--- config.mk ---
export PLATFORM = sky130hd
export DESIGN_NAME = idx_ea_gen
export DESIGN_NICKNAME = d
export VERILOG_FILES = /design/src/rtl/idx_ea_pkg.sv /design/src/rtl/idx_pb_decode.sv /design/src/rtl/idx_base_sel.sv /design/src/rtl/idx_addr_calc.sv /design/src/rtl/idx_ea_gen.sv
export SDC_FILE = /design/constraint.sdc
export NUM_CORES = 1
export LEC_CHECK = 0
export ABC_AREA = 1
export CAP_MARGIN = 20
export CORE_UTILIZATION = 35
export DETAILED_ROUTE_END_ITERATION = 6
export GPL_ROUTABILITY_DRIVEN = 0
export PLACE_DENSITY = 0.64
export SLEW_MARGIN = 10
export SYNTH_ARGS = -nofsm -noshare
export SYNTH_HDL_FRONTEND = slang
export SYNTH_SLANG_ARGS = --single-unit
--- constraint.sdc ---
create_clock -name clk -period 3.1 [get_ports clk]
set_input_delay 0.62 -clock clk [delete_from_list [all_inputs] [get_ports clk]]
set_output_delay 0.62 -clock clk [all_outputs]
set_load 0.02 [all_outputs]
--- src/rtl/idx_ea_pkg.sv ---
package idx_ea_pkg;

   typedef enum logic [2:0] {
      MD_CONST5  = 3'd0,
      MD_AUTO    = 3'd1,
      MD_CONSTX  = 3'd2,
      MD_IND16   = 3'd3,
      MD_ACC     = 3'd4,
      MD_ACC_IND = 3'd5
   } ea_mode_e;

   typedef struct packed {
      ea_mode_e   mode;
      logic [1:0] base_sel;   // register code 0 X, 1 Y, 2 SP, 3 PC
      logic [1:0] ext_bytes;  // extension bytes to fetch
      logic       neg9;       // sign of the byte offset
      logic [1:0] acc_sel;    // accumulator choice
      logic       post;       // post-modify
      logic [3:0] stepcode;   // auto-modify step code
      logic [4:0] off5;       // short signed offset
      logic       long_form;  // refused under restriction
      logic       extra;      // costs an extra cycle
      logic       needs_mem;  // indirect read needed
   } pb_dec_t;

endpackage

--- src/rtl/idx_pb_decode.sv ---
module idx_pb_decode
   import idx_ea_pkg::*;
(
   input  logic [7:0] pb,
   output pb_dec_t    dec
);

   always_comb begin
      dec          = '0;
      dec.mode     = MD_CONST5;
      dec.base_sel = pb[7:6];
      if (!pb[5]) begin
         dec.mode = MD_CONST5;
         dec.off5 = pb[4:0];
      end else if (pb[7:6] != 2'b11) begin
         dec.mode     = MD_AUTO;
         dec.stepcode = pb[3:0];
         dec.post     = pb[4];
      end else begin
         dec.base_sel = pb[4:3];
         if (pb[2:0] == 3'b011) begin
            dec.mode      = MD_IND16;
            dec.ext_bytes = 2'd2;
            dec.extra     = 1'b1;
            dec.needs_mem = 1'b1;
            dec.long_form = 1'b1;
         end else if (!pb[2]) begin
            dec.mode      = MD_CONSTX;
            dec.ext_bytes = pb[1] ? 2'd2 : 2'd1;
            dec.neg9      = pb[0];
            dec.extra     = 1'b1;
            dec.long_form = 1'b1;
         end else begin
            dec.acc_sel = pb[1:0];
            if (pb[1:0] == 2'b11) begin
               dec.mode      = MD_ACC_IND;
               dec.extra     = 1'b1;
               dec.needs_mem = 1'b1;
            end else begin
               dec.mode = MD_ACC;
            end
         end
      end
   end

endmodule

--- src/rtl/idx_base_sel.sv ---
module idx_base_sel #(
   parameter int ADDR_W = 16,
   parameter int NREG   = 4,
   localparam int SEL_W = $clog2(NREG)
) (
   input  logic [NREG*ADDR_W-1:0] regs_flat,
   input  logic [SEL_W-1:0]       sel,
   output logic [ADDR_W-1:0]      base
);

   logic [ADDR_W-1:0] regs [NREG];

   generate
      if (NREG != (1 << SEL_W)) begin : g_bad_nreg
         $error("idx_base_sel: NREG must be a power of two");
      end
      for (genvar i = 0; i < NREG; i++) begin : g_split
         assign regs[i] = regs_flat[i*ADDR_W +: ADDR_W];
      end
   endgenerate

   assign base = regs[sel];

endmodule

--- src/rtl/idx_addr_calc.sv ---
module idx_addr_calc
   import idx_ea_pkg::*;
#(
   parameter int ADDR_W = 16,
   parameter int BYTE_W = 8
) (
   input  ea_mode_e          mode,
   input  logic [4:0]        off5,
   input  logic [3:0]        stepcode,
   input  logic              post,
   input  logic              neg9,
   input  logic              wide,
   input  logic [1:0]        acc_sel,
   input  logic [ADDR_W-1:0] base,
   input  logic [ADDR_W-1:0] ext_word,
   input  logic [BYTE_W-1:0] acc_a,
   input  logic [BYTE_W-1:0] acc_b,
   input  logic [ADDR_W-1:0] acc_d,
   output logic [ADDR_W-1:0] sum,
   output logic [ADDR_W-1:0] direct_ea
);

   logic [ADDR_W-1:0] step;
   logic [ADDR_W-1:0] offset;

   always_comb begin
      if (stepcode[3])
         step = {{(ADDR_W-4){1'b1}}, stepcode};
      else
         step = {{(ADDR_W-4){1'b0}}, stepcode} + {{(ADDR_W-1){1'b0}}, 1'b1};
   end

   always_comb begin
      unique case (mode)
         MD_CONST5:  offset = {{(ADDR_W-5){off5[4]}}, off5};
         MD_AUTO:    offset = step;
         MD_CONSTX:  offset = wide ? ext_word
                                   : {{(ADDR_W-BYTE_W){neg9}}, ext_word[BYTE_W-1:0]};
         MD_IND16:   offset = ext_word;
         MD_ACC: begin
            case (acc_sel)
               2'd0:    offset = {{(ADDR_W-BYTE_W){1'b0}}, acc_a};
               2'd1:    offset = {{(ADDR_W-BYTE_W){1'b0}}, acc_b};
               default: offset = acc_d;
            endcase
         end
         MD_ACC_IND: offset = acc_d;
         default:    offset = '0;
      endcase
   end

   assign sum       = base + offset;
   assign direct_ea = (mode == MD_AUTO && post) ? base : sum;

endmodule

--- src/rtl/idx_ea_gen.sv ---
module idx_ea_gen
   import idx_ea_pkg::*;
#(
   parameter int ADDR_W = 16,
   parameter int BYTE_W = 8,
   localparam int NREG  = 4,
   localparam int CNT_W = 2
) (
   input  logic              clk,
   input  logic              rst_n,
   input  logic              start,
   input  logic [7:0]        postbyte,
   input  logic              restrict_en,
   input  logic [ADDR_W-1:0] reg_x,
   input  logic [ADDR_W-1:0] reg_y,
   input  logic [ADDR_W-1:0] reg_sp,
   input  logic [ADDR_W-1:0] reg_pc,
   input  logic [BYTE_W-1:0] acc_a,
   input  logic [BYTE_W-1:0] acc_b,
   input  logic [ADDR_W-1:0] acc_d,
   output logic              ext_req,
   input  logic              ext_valid,
   input  logic [BYTE_W-1:0] ext_byte,
   output logic              mem_req,
   output logic [ADDR_W-1:0] mem_addr,
   input  logic              mem_ack,
   input  logic [ADDR_W-1:0] mem_rdata,
   output logic              wb_en,
   output logic [1:0]        wb_sel,
   output logic [ADDR_W-1:0] wb_data,
   output logic [ADDR_W-1:0] ea,
   output logic              done,
   output logic              extra_cyc,
   output logic              fault
);

   generate
      if (ADDR_W != 2 * BYTE_W) begin : g_bad_width
         $error("idx_ea_gen: ADDR_W must be twice BYTE_W");
      end
   endgenerate

   typedef enum logic [2:0] {
      S_IDLE, S_FETCH, S_CALC, S_MEM, S_FIN
   } st_e;

   st_e               state;
   pb_dec_t           dec_in, dec_q;
   logic [ADDR_W-1:0] ext_q, addr_q, ea_q, wb_q;
   logic [CNT_W-1:0]  cnt_q;
   logic              fault_q;
   logic [ADDR_W-1:0] base, sum, direct_ea;

   idx_pb_decode u_dec (
      .pb  (postbyte),
      .dec (dec_in)
   );

   idx_base_sel #(.ADDR_W(ADDR_W), .NREG(NREG)) u_base (
      .regs_flat ({reg_pc, reg_sp, reg_y, reg_x}),
      .sel       (dec_q.base_sel),
      .base      (base)
   );

   idx_addr_calc #(.ADDR_W(ADDR_W), .BYTE_W(BYTE_W)) u_calc (
      .mode      (dec_q.mode),
      .off5      (dec_q.off5),
      .stepcode  (dec_q.stepcode),
      .post      (dec_q.post),
      .neg9      (dec_q.neg9),
      .wide      (dec_q.ext_bytes[1]),
      .acc_sel   (dec_q.acc_sel),
      .base      (base),
      .ext_word  (ext_q),
      .acc_a     (acc_a),
      .acc_b     (acc_b),
      .acc_d     (acc_d),
      .sum       (sum),
      .direct_ea (direct_ea)
   );

   always_ff @(posedge clk or negedge rst_n) begin
      if (!rst_n) begin
         state   <= S_IDLE;
         dec_q   <= '0;
         ext_q   <= '0;
         addr_q  <= '0;
         ea_q    <= '0;
         wb_q    <= '0;
         cnt_q   <= '0;
         fault_q <= 1'b0;
      end else begin
         unique case (state)
            S_IDLE: begin
               if (start) begin
                  dec_q   <= dec_in;
                  ext_q   <= '0;
                  cnt_q   <= '0;
                  fault_q <= 1'b0;
                  if (restrict_en && dec_in.long_form) begin
                     fault_q <= 1'b1;
                     ea_q    <= '0;
                     state   <= S_FIN;
                  end else if (dec_in.ext_bytes != 2'd0) begin
                     state <= S_FETCH;
                  end else begin
                     state <= S_CALC;
                  end
               end
            end
            S_FETCH: begin
               if (ext_valid) begin
                  ext_q <= {ext_q[ADDR_W-BYTE_W-1:0], ext_byte};
                  cnt_q <= cnt_q + 1'b1;
                  if (cnt_q == dec_q.ext_bytes - 2'd1)
                     state <= S_CALC;
               end
            end
            S_CALC: begin
               wb_q <= sum;
               if (dec_q.needs_mem) begin
                  addr_q <= sum;
                  state  <= S_MEM;
               end else begin
                  ea_q  <= direct_ea;
                  state <= S_FIN;
               end
            end
            S_MEM: begin
               if (mem_ack) begin
                  ea_q  <= mem_rdata;
                  state <= S_FIN;
               end
            end
            S_FIN:   state <= S_IDLE;
            default: state <= S_IDLE;
         endcase
      end
   end

   assign ext_req   = (state == S_FETCH);
   assign mem_req   = (state == S_MEM);
   assign mem_addr  = addr_q;
   assign done      = (state == S_FIN);
   assign ea        = ea_q;
   assign fault     = done && fault_q;
   assign extra_cyc = done && !fault_q && dec_q.extra;
   assign wb_en     = done && !fault_q && (dec_q.mode == MD_AUTO);
   assign wb_sel    = dec_q.base_sel;
   assign wb_data   = wb_q;

   AST_DONE_SINGLE: assert property (@(posedge clk) disable iff (!rst_n)
      done |=> !done) else $error("done longer than one cycle");
   AST_WB_ONLY_DONE: assert property (@(posedge clk) disable iff (!rst_n)
      wb_en |-> done) else $error("write-back outside done");
   AST_FAULT_ZERO_EA: assert property (@(posedge clk) disable iff (!rst_n)
      fault |-> (ea == '0 && !wb_en && !extra_cyc)) else $error("fault with effects");
   AST_NO_DUAL_REQ: assert property (@(posedge clk) disable iff (!rst_n)
      !(ext_req && mem_req)) else $error("fetch and read together");
   AST_MEM_HOLD: assert property (@(posedge clk) disable iff (!rst_n)
      (mem_req && !mem_ack) |=> (mem_req && $stable(mem_addr))) else $error("read dropped");
   AST_FETCH_HOLD: assert property (@(posedge clk) disable iff (!rst_n)
      (ext_req && !ext_valid) |=> ext_req) else $error("fetch dropped");
   AST_FAULT_NO_FETCH: assert property (@(posedge clk) disable iff (!rst_n)
      (start && !ext_req && !mem_req && !done && restrict_en && postbyte[7:5] == 3'b111 && !postbyte[2])
         |=> (done && fault)) else $error("refused form not faulted");

endmodule

## Word level (Yosys, flattened, before mapping)

Cells that the tools add are included.

- $add $sub $neg: 4
- Magnitude comparators: 1
- Equal/unequal tests: 20
- Muxes and demuxes: 49
- Bitwise gates (word level): 1
- Reductions and logical operators: 18

Operator list:

| operator | count |
|---|---|
| two-way mux 16 bit | 11 |
| one-hot mux 16 bit (6 select lines) | 1 |
| one-hot mux 16 bit (2 select lines) | 2 |
| one-hot mux 16 bit (3 select lines) | 1 |
| two-way mux 3 bit | 15 |
| binary-select mux 16 bit (select 2 bit) | 1 |
| adder 16 bit | 1 |
| equality test 3 x 2 -> 1 bit (second input constant) | 5 |
| two-way mux 2 bit | 7 |
| two-way mux 12 bit | 1 |
| one-hot mux 3 bit (4 select lines) | 1 |
| two-way mux 5 bit | 2 |
| equality test 3 bit (second input constant) | 3 |
| != test 2 bit (second input constant) | 4 |
| two-way mux 7 bit | 1 |
| equality test 3 x 1 -> 1 bit (second input constant) | 2 |
| logical AND 1 bit | 6 |
| zero test 3 bit | 2 |
| != test 2 x 1 -> 1 bit (second input constant) | 3 |
| adder 4 x 1 -> 5 bit (second input constant) | 1 |
| two-way mux 1 bit | 5 |
| AND reduction 5 bit | 1 |
| one-hot mux 2 bit (2 select lines) | 1 |
| AND reduction 2 bit | 2 |
| 13 further kinds | 14 |

- Bits in registers: 92
- Bits of input ports: 134
- Logic and storage cells: 110

## Longest topological paths before layout

- Word-level depth: 10
- Mapped depth: 20
- Gate-level depth less buffers: 20

## Modules after synthesis

From an unflattened synthesis, not the netlist that was laid out.

- Cells, all modules: 1,081
- Area, all modules: 6,882.9 µm²

By module, submodules not included:

| module | instances | cells an instance | area an instance (µm²) |
|---|---|---|---|
| idx_ea_gen | 1 | 471 | 3,947.5 |
| idx_addr_calc | 1 | 377 | 1,921.8 |
| idx_base_sel | 1 | 188 | 805.8 |
| idx_pb_decode | 1 | 45 | 207.7 |

## Least setup slack after synthesis

No wires, ideal clock.

- Path type: register to register
- Start: register dec_q[22] in the netlist's numbering
- End: register ea_q[12] (netlist: ea[12])
- Library setup time: 0.122 ns
- Arrival: 2.541 ns
- Setup slack: 0.438 ns
- Cell stages (with the launch flop): 20
- Buffers on the path: 0
- Clock period less this slack: 2.662 ns
- Cells stage by stage: dfrtp_1 > inv_1 > nor3_1 > a22oi_1 > o2111ai_1 > ha_1 > inv_1 > fa_1 > inv_1 > nand3_1 > nand2_1 > nand2_1 > nand2_1 > nand2_1 > nand2_1 > nand2_1 > nand2_1 > nand2_1 > nand2_1 > a21oi_2

- Word-level cells in the longest chain between the ends: 6

Ends and longest elaborated chain:

| element | RTL line | text |
|---|---|---|
| from (decl) | idx_ea_gen.sv:48 | `pb_dec_t dec_in, dec_q;` |
| from (signal assigned) | idx_ea_gen.sv:96 | `dec_q <= dec_in;` |
| equality test 3 bit (tied with other cells) | idx_addr_calc.sv:34 | `unique case (mode)` |
| one-hot mux 16 bit (6 select lines) | idx_addr_calc.sv:34 |  |
| adder 16 bit | idx_addr_calc.sv:52 | `assign sum = base + offset;` |
| two-way mux 16 bit (*) | idx_addr_calc.sv:53 | `assign direct_ea = (mode == MD_AUTO && post) ? base : sum;` |
| two-way mux 16 bit (*) | idx_ea_gen.sv:121 | `if (dec_q.needs_mem) begin` |
| one-hot mux 16 bit (3 select lines) (*) | idx_ea_gen.sv:93 | `unique case (state)` |
| to (signal assigned) | idx_ea_gen.sv:125 | `ea_q <= direct_ea;` |
| to (signal assigned) | idx_ea_gen.sv:131 | `ea_q <= mem_rdata;` |
| to (decl) | idx_ea_gen.sv:49 | `logic [ADDR_W-1:0] ext_q, addr_q, ea_q, wb_q;` |

Every way passes the cells marked *; elsewhere a longest branch is shown, timed or not. The select of a mux whose other input is x is not followed.
A chain may end at the register's enable or synchronous reset.

## Worst setup path in the final report

- Start: register dec_q[20] in the netlist's numbering
- End: register ea_q[11] (netlist: ea[11])

Same word-level chain as after synthesis.

==> results_dict.tcl <==
set metrics [dict create \
    cts_tree "done" \
    synth-xor-area-share_pct 1.31 \
    cts.sinks 92 \
    drive_above_1_share_pct 11.4 \
    ant_nets 0 \
    wl_per_cell_um 15.5 \
    max_freq_mhz 348 \
    synth.distinct_cells 48 \
    grt_max_degree 53 \
    synth-compound-area-share_pct 23.2 \
    port_buffers 189 \
    rsz0062_at_grt "yes" \
    cp_common_cell "nand2_1" \
    cp-start-kind "register" \
    drtIter0Drc 330 \
    relSlewSlack_pct 55.4 \
    drc_errors 0 \
    finalCritPeriodShare_pct 92.6 \
    die_y_um 133 \
    htree_levels 3 \
    grt_pass1_vias 6240 \
    clock_latency_ns 0.36 \
    synth_top_family_by_area "simple AND/OR/NAND/NOR gates" \
    async_flop_share_pct 100 \
    cp_max_fo 7 \
    seq_area_um2 2300 \
    postLayoutCellArea_um2 8800 \
    stdcell_count 1292 \
    yosysSeqAreaShare_pct 38.4 \
    drv_slew 0 \
    multi_input_area_um2 3140 \
    finalSetupTns_ns 0 \
    synth-edff-count 0 \
    nFillCells 1646 \
    antenna_found_initial 0 \
    synth.most_common_cell "nand2_1" \
    p_leak_nw 4.03 \
    p_per_area_nw_per_um2 1170 \
    crit_required_ns 3.39 \
    core_um2 16600 \
    synth_fa_ha_area_share_pct 3.67 \
    routed_via_density 5.06 \
    cp_cell_sequence "nor2_2 -> nand2_1 -> inv_2 -> buf_4 -> o21ai_0 -> o211ai_1 -> ha_1 -> nand2_1 -> nand2_1 -> a21oi_1 -> nand2_1 -> nand2_1 -> nand2_1 -> nand2_1 -> nand2_1 -> a21o_1 -> a21oi_2" \
    drv_cap 0 \
    vias 6540 \
    die_x_um 133 \
    outcome "finished, final reports clean" \
    synth_common_cells "nand2_1, inv_1, dfrtp_1, o21ai_0, nor2_1" \
    dp_hpwl_um 15900 \
    muxShareOfSynthArea_pct 0 \
    place_inst 1276 \
    ys_ff_latch 92 \
    initial_core_util_pct 36.0 \
    timing.hold.ws_ns 0.302 \
    hold_path.class "in2async" \
    synth_nets 988 \
    synth.largest_area_cell "dfrtp_1" \
    skew_ns 0.0150 \
    synthDominantCellAreaShare_pct 38.4 \
    drt-total-wl_um 20100 \
    syn_inst 837 \
    synth.area.top_cells "dfrtp_1, nand2_1, o21ai_0" \
    ios 190 \
    crit_path_end_kind "register" \
    ys.flop_type "dfrtp_1" \
    nets 1218 \
    antenna_cells 0 \
    synth_area_per_cell_um2 7.16 \
    peakVddDrop_mv 0.571 \
    final-hold-violation-count 0 \
    grt-ovfl-total 0 \
    finalSetupViolCount 0 \
    syn_to_final_growth_pct 46.8 \
    cts_buffer_depth 2 \
    clkTransAtPathRegs_ns 0.07 \
    path_class "reg2reg" \
    first_pass_iters 4 \
    die_area_um2 17700 \
    cts_inserted_buffers 9 \
    fin_crit_ns 2.87 \
    syn-cell-area_um2 6000 \
    crit_slowest_cell "dfrtp_2" \
    max_slew.worst_pin.slew_ns 0.669 \
    yosys_warnings 0 \
    grt_pass1_wl_um 32300 \
    placed_area_um2 8480 \
    grtUsageTotal_pct 23.6 \
    crit_arrival_ns 3.16 \
    rows 47 \
    cts_setup_buffers 0 \
    synth_simple_gate_area_share_pct 24.0 \
    crit_path_max_incr_delay_ns 0.47 \
    cts_root_buffer "clkbuf_16" \
]
[final timing paths]
path	start	endpoint	slack [ns]	cells after the start
min in group clk	mem_addr[1]$_DFFE_PN0P_	mem_addr[1]$_DFFE_PN0P_	0.48	2
hold reg to reg	mem_addr[1]$_DFFE_PN0P_	mem_addr[1]$_DFFE_PN0P_	0.48	2
hold / removal	rst_n	wb_data[1]$_DFFE_PN0P_	0.30	1
setup reg to reg	dec_q[20]$_DFFE_PN0P_	ea[11]$_DFFE_PN0P_	0.23	17
setup / recovery	dec_q[20]$_DFFE_PN0P_	ea[11]$_DFFE_PN0P_	0.23	17
max in group asynchronous	rst_n	dec_q[21]$_DFFE_PN0P_	2.12	2
[where the power goes]
group | total (mW) | internal, mW | leakage (nW) | switching, mW
clock network | 1.13 | 0.630 | 0.146 | 0.504
registers | 2.00 | 1.68 | 1.16 | 0.321
logic | 7.20 | 3.17 | 2.72 | 4.03
[stage by stage]
step                      power [mW]  setup WS [ns]  util [%]
after floorplan                 6.10          0.438         -
after global placement          9.08         0.0134      51.0
after detailed placement        9.18        -0.0393      51.0
after CTS                       10.3          0.157      52.8
after global routing            11.3        -0.0333      52.9
final                           10.3          0.229      52.9
[repair_timing]
action,4_1_cts,5_1_grt
endpoints found under the hold margin,0,0
endpoints found under the setup margin,0,25
hold buffers,0,0
resized for setup,0,10
[metal layers]
layer  GRT usage, %  share of wire (%)
met4           10.8                3.4
met5              0                  0
met1           30.7                 45
met3           2.76                4.0
met2           39.1                 48
[critical path: cells and delay by family (launching register included)]
kind | cells | cell delay [ns]
compound gates | 5 | 0.86
fa+ha+maj | 1 | 0.38
buf+inv | 2 | 0.23
flops | 1 | 0.47
simple gates | 9 | 0.85
[logic make-up (layout without fill, tap and decap cells)]
| kind of cell | after synthesis | in the layout |
|---|---|---|
| AND/OR/NAND/NOR | 339 | 339 |
| XOR/XNOR | 9 | 9 |
| flip-flops | 92 | 92 |
| AO/OA/AOI/OAI | 240 | 240 |
| adder cells (fa/ha/maj) | 17 | 17 |
| buffers and inverters | 140 | 375 |
[area by class of cell]
cell class              instances  share of cell area (%)
repair buffers                252                    27.0
flip-flops and latches         92                    26.2
clock inverters                 7                   0.839
multi-input cells             605                    35.7
inverters                     107                    4.63
clock buffers                   9                    2.56
well taps                     220                    3.13
[registers in the layout, indices dropped and copies added (netlist names)]
name	flops
dec_q	20
ea	16
ext_q	16
mem_addr	16
wb_data	16
state	3
cnt_q	2
wb_sel	2
fault_q	1
[layout by cell type, fill, tap and decap left out, drive strengths merged, types with 2 or more instances in the layout]
| master | synthesis | final |
|---|---|---|
| a211oi | 2 | 2 |
| o211ai | 8 | 8 |
| xor2 | 2 | 2 |
| o21a | 2 | 2 |
| o22ai | 31 | 31 |
| buf | 13 | 64 |
| nand4 | 7 | 7 |
| o21bai | 2 | 2 |
| dfrtp | 92 | 92 |
| or2 | 3 | 3 |
| nand3 | 48 | 48 |
| a32o | 2 | 2 |
| nand2 | 177 | 177 |
| clkinvlp | 0 | 2 |
| o31ai | 2 | 2 |
| clkinv | 2 | 4 |
| a21oi | 76 | 76 |
| a22oi | 5 | 5 |
| o2111ai | 3 | 3 |
| clkdlybuf4s50 | 0 | 188 |
| and2 | 4 | 4 |
| inv | 105 | 107 |
| o21ai | 95 | 95 |
| ha | 16 | 16 |
| a22o | 3 | 3 |
| nor2 | 89 | 89 |
| o221ai | 3 | 3 |
| xnor2 | 7 | 7 |
| nor3 | 9 | 9 |
| clkbuf | 20 | 9 |
| a21o | 3 | 3 |
Note: power is estimated with default switching activity, not from simulation.
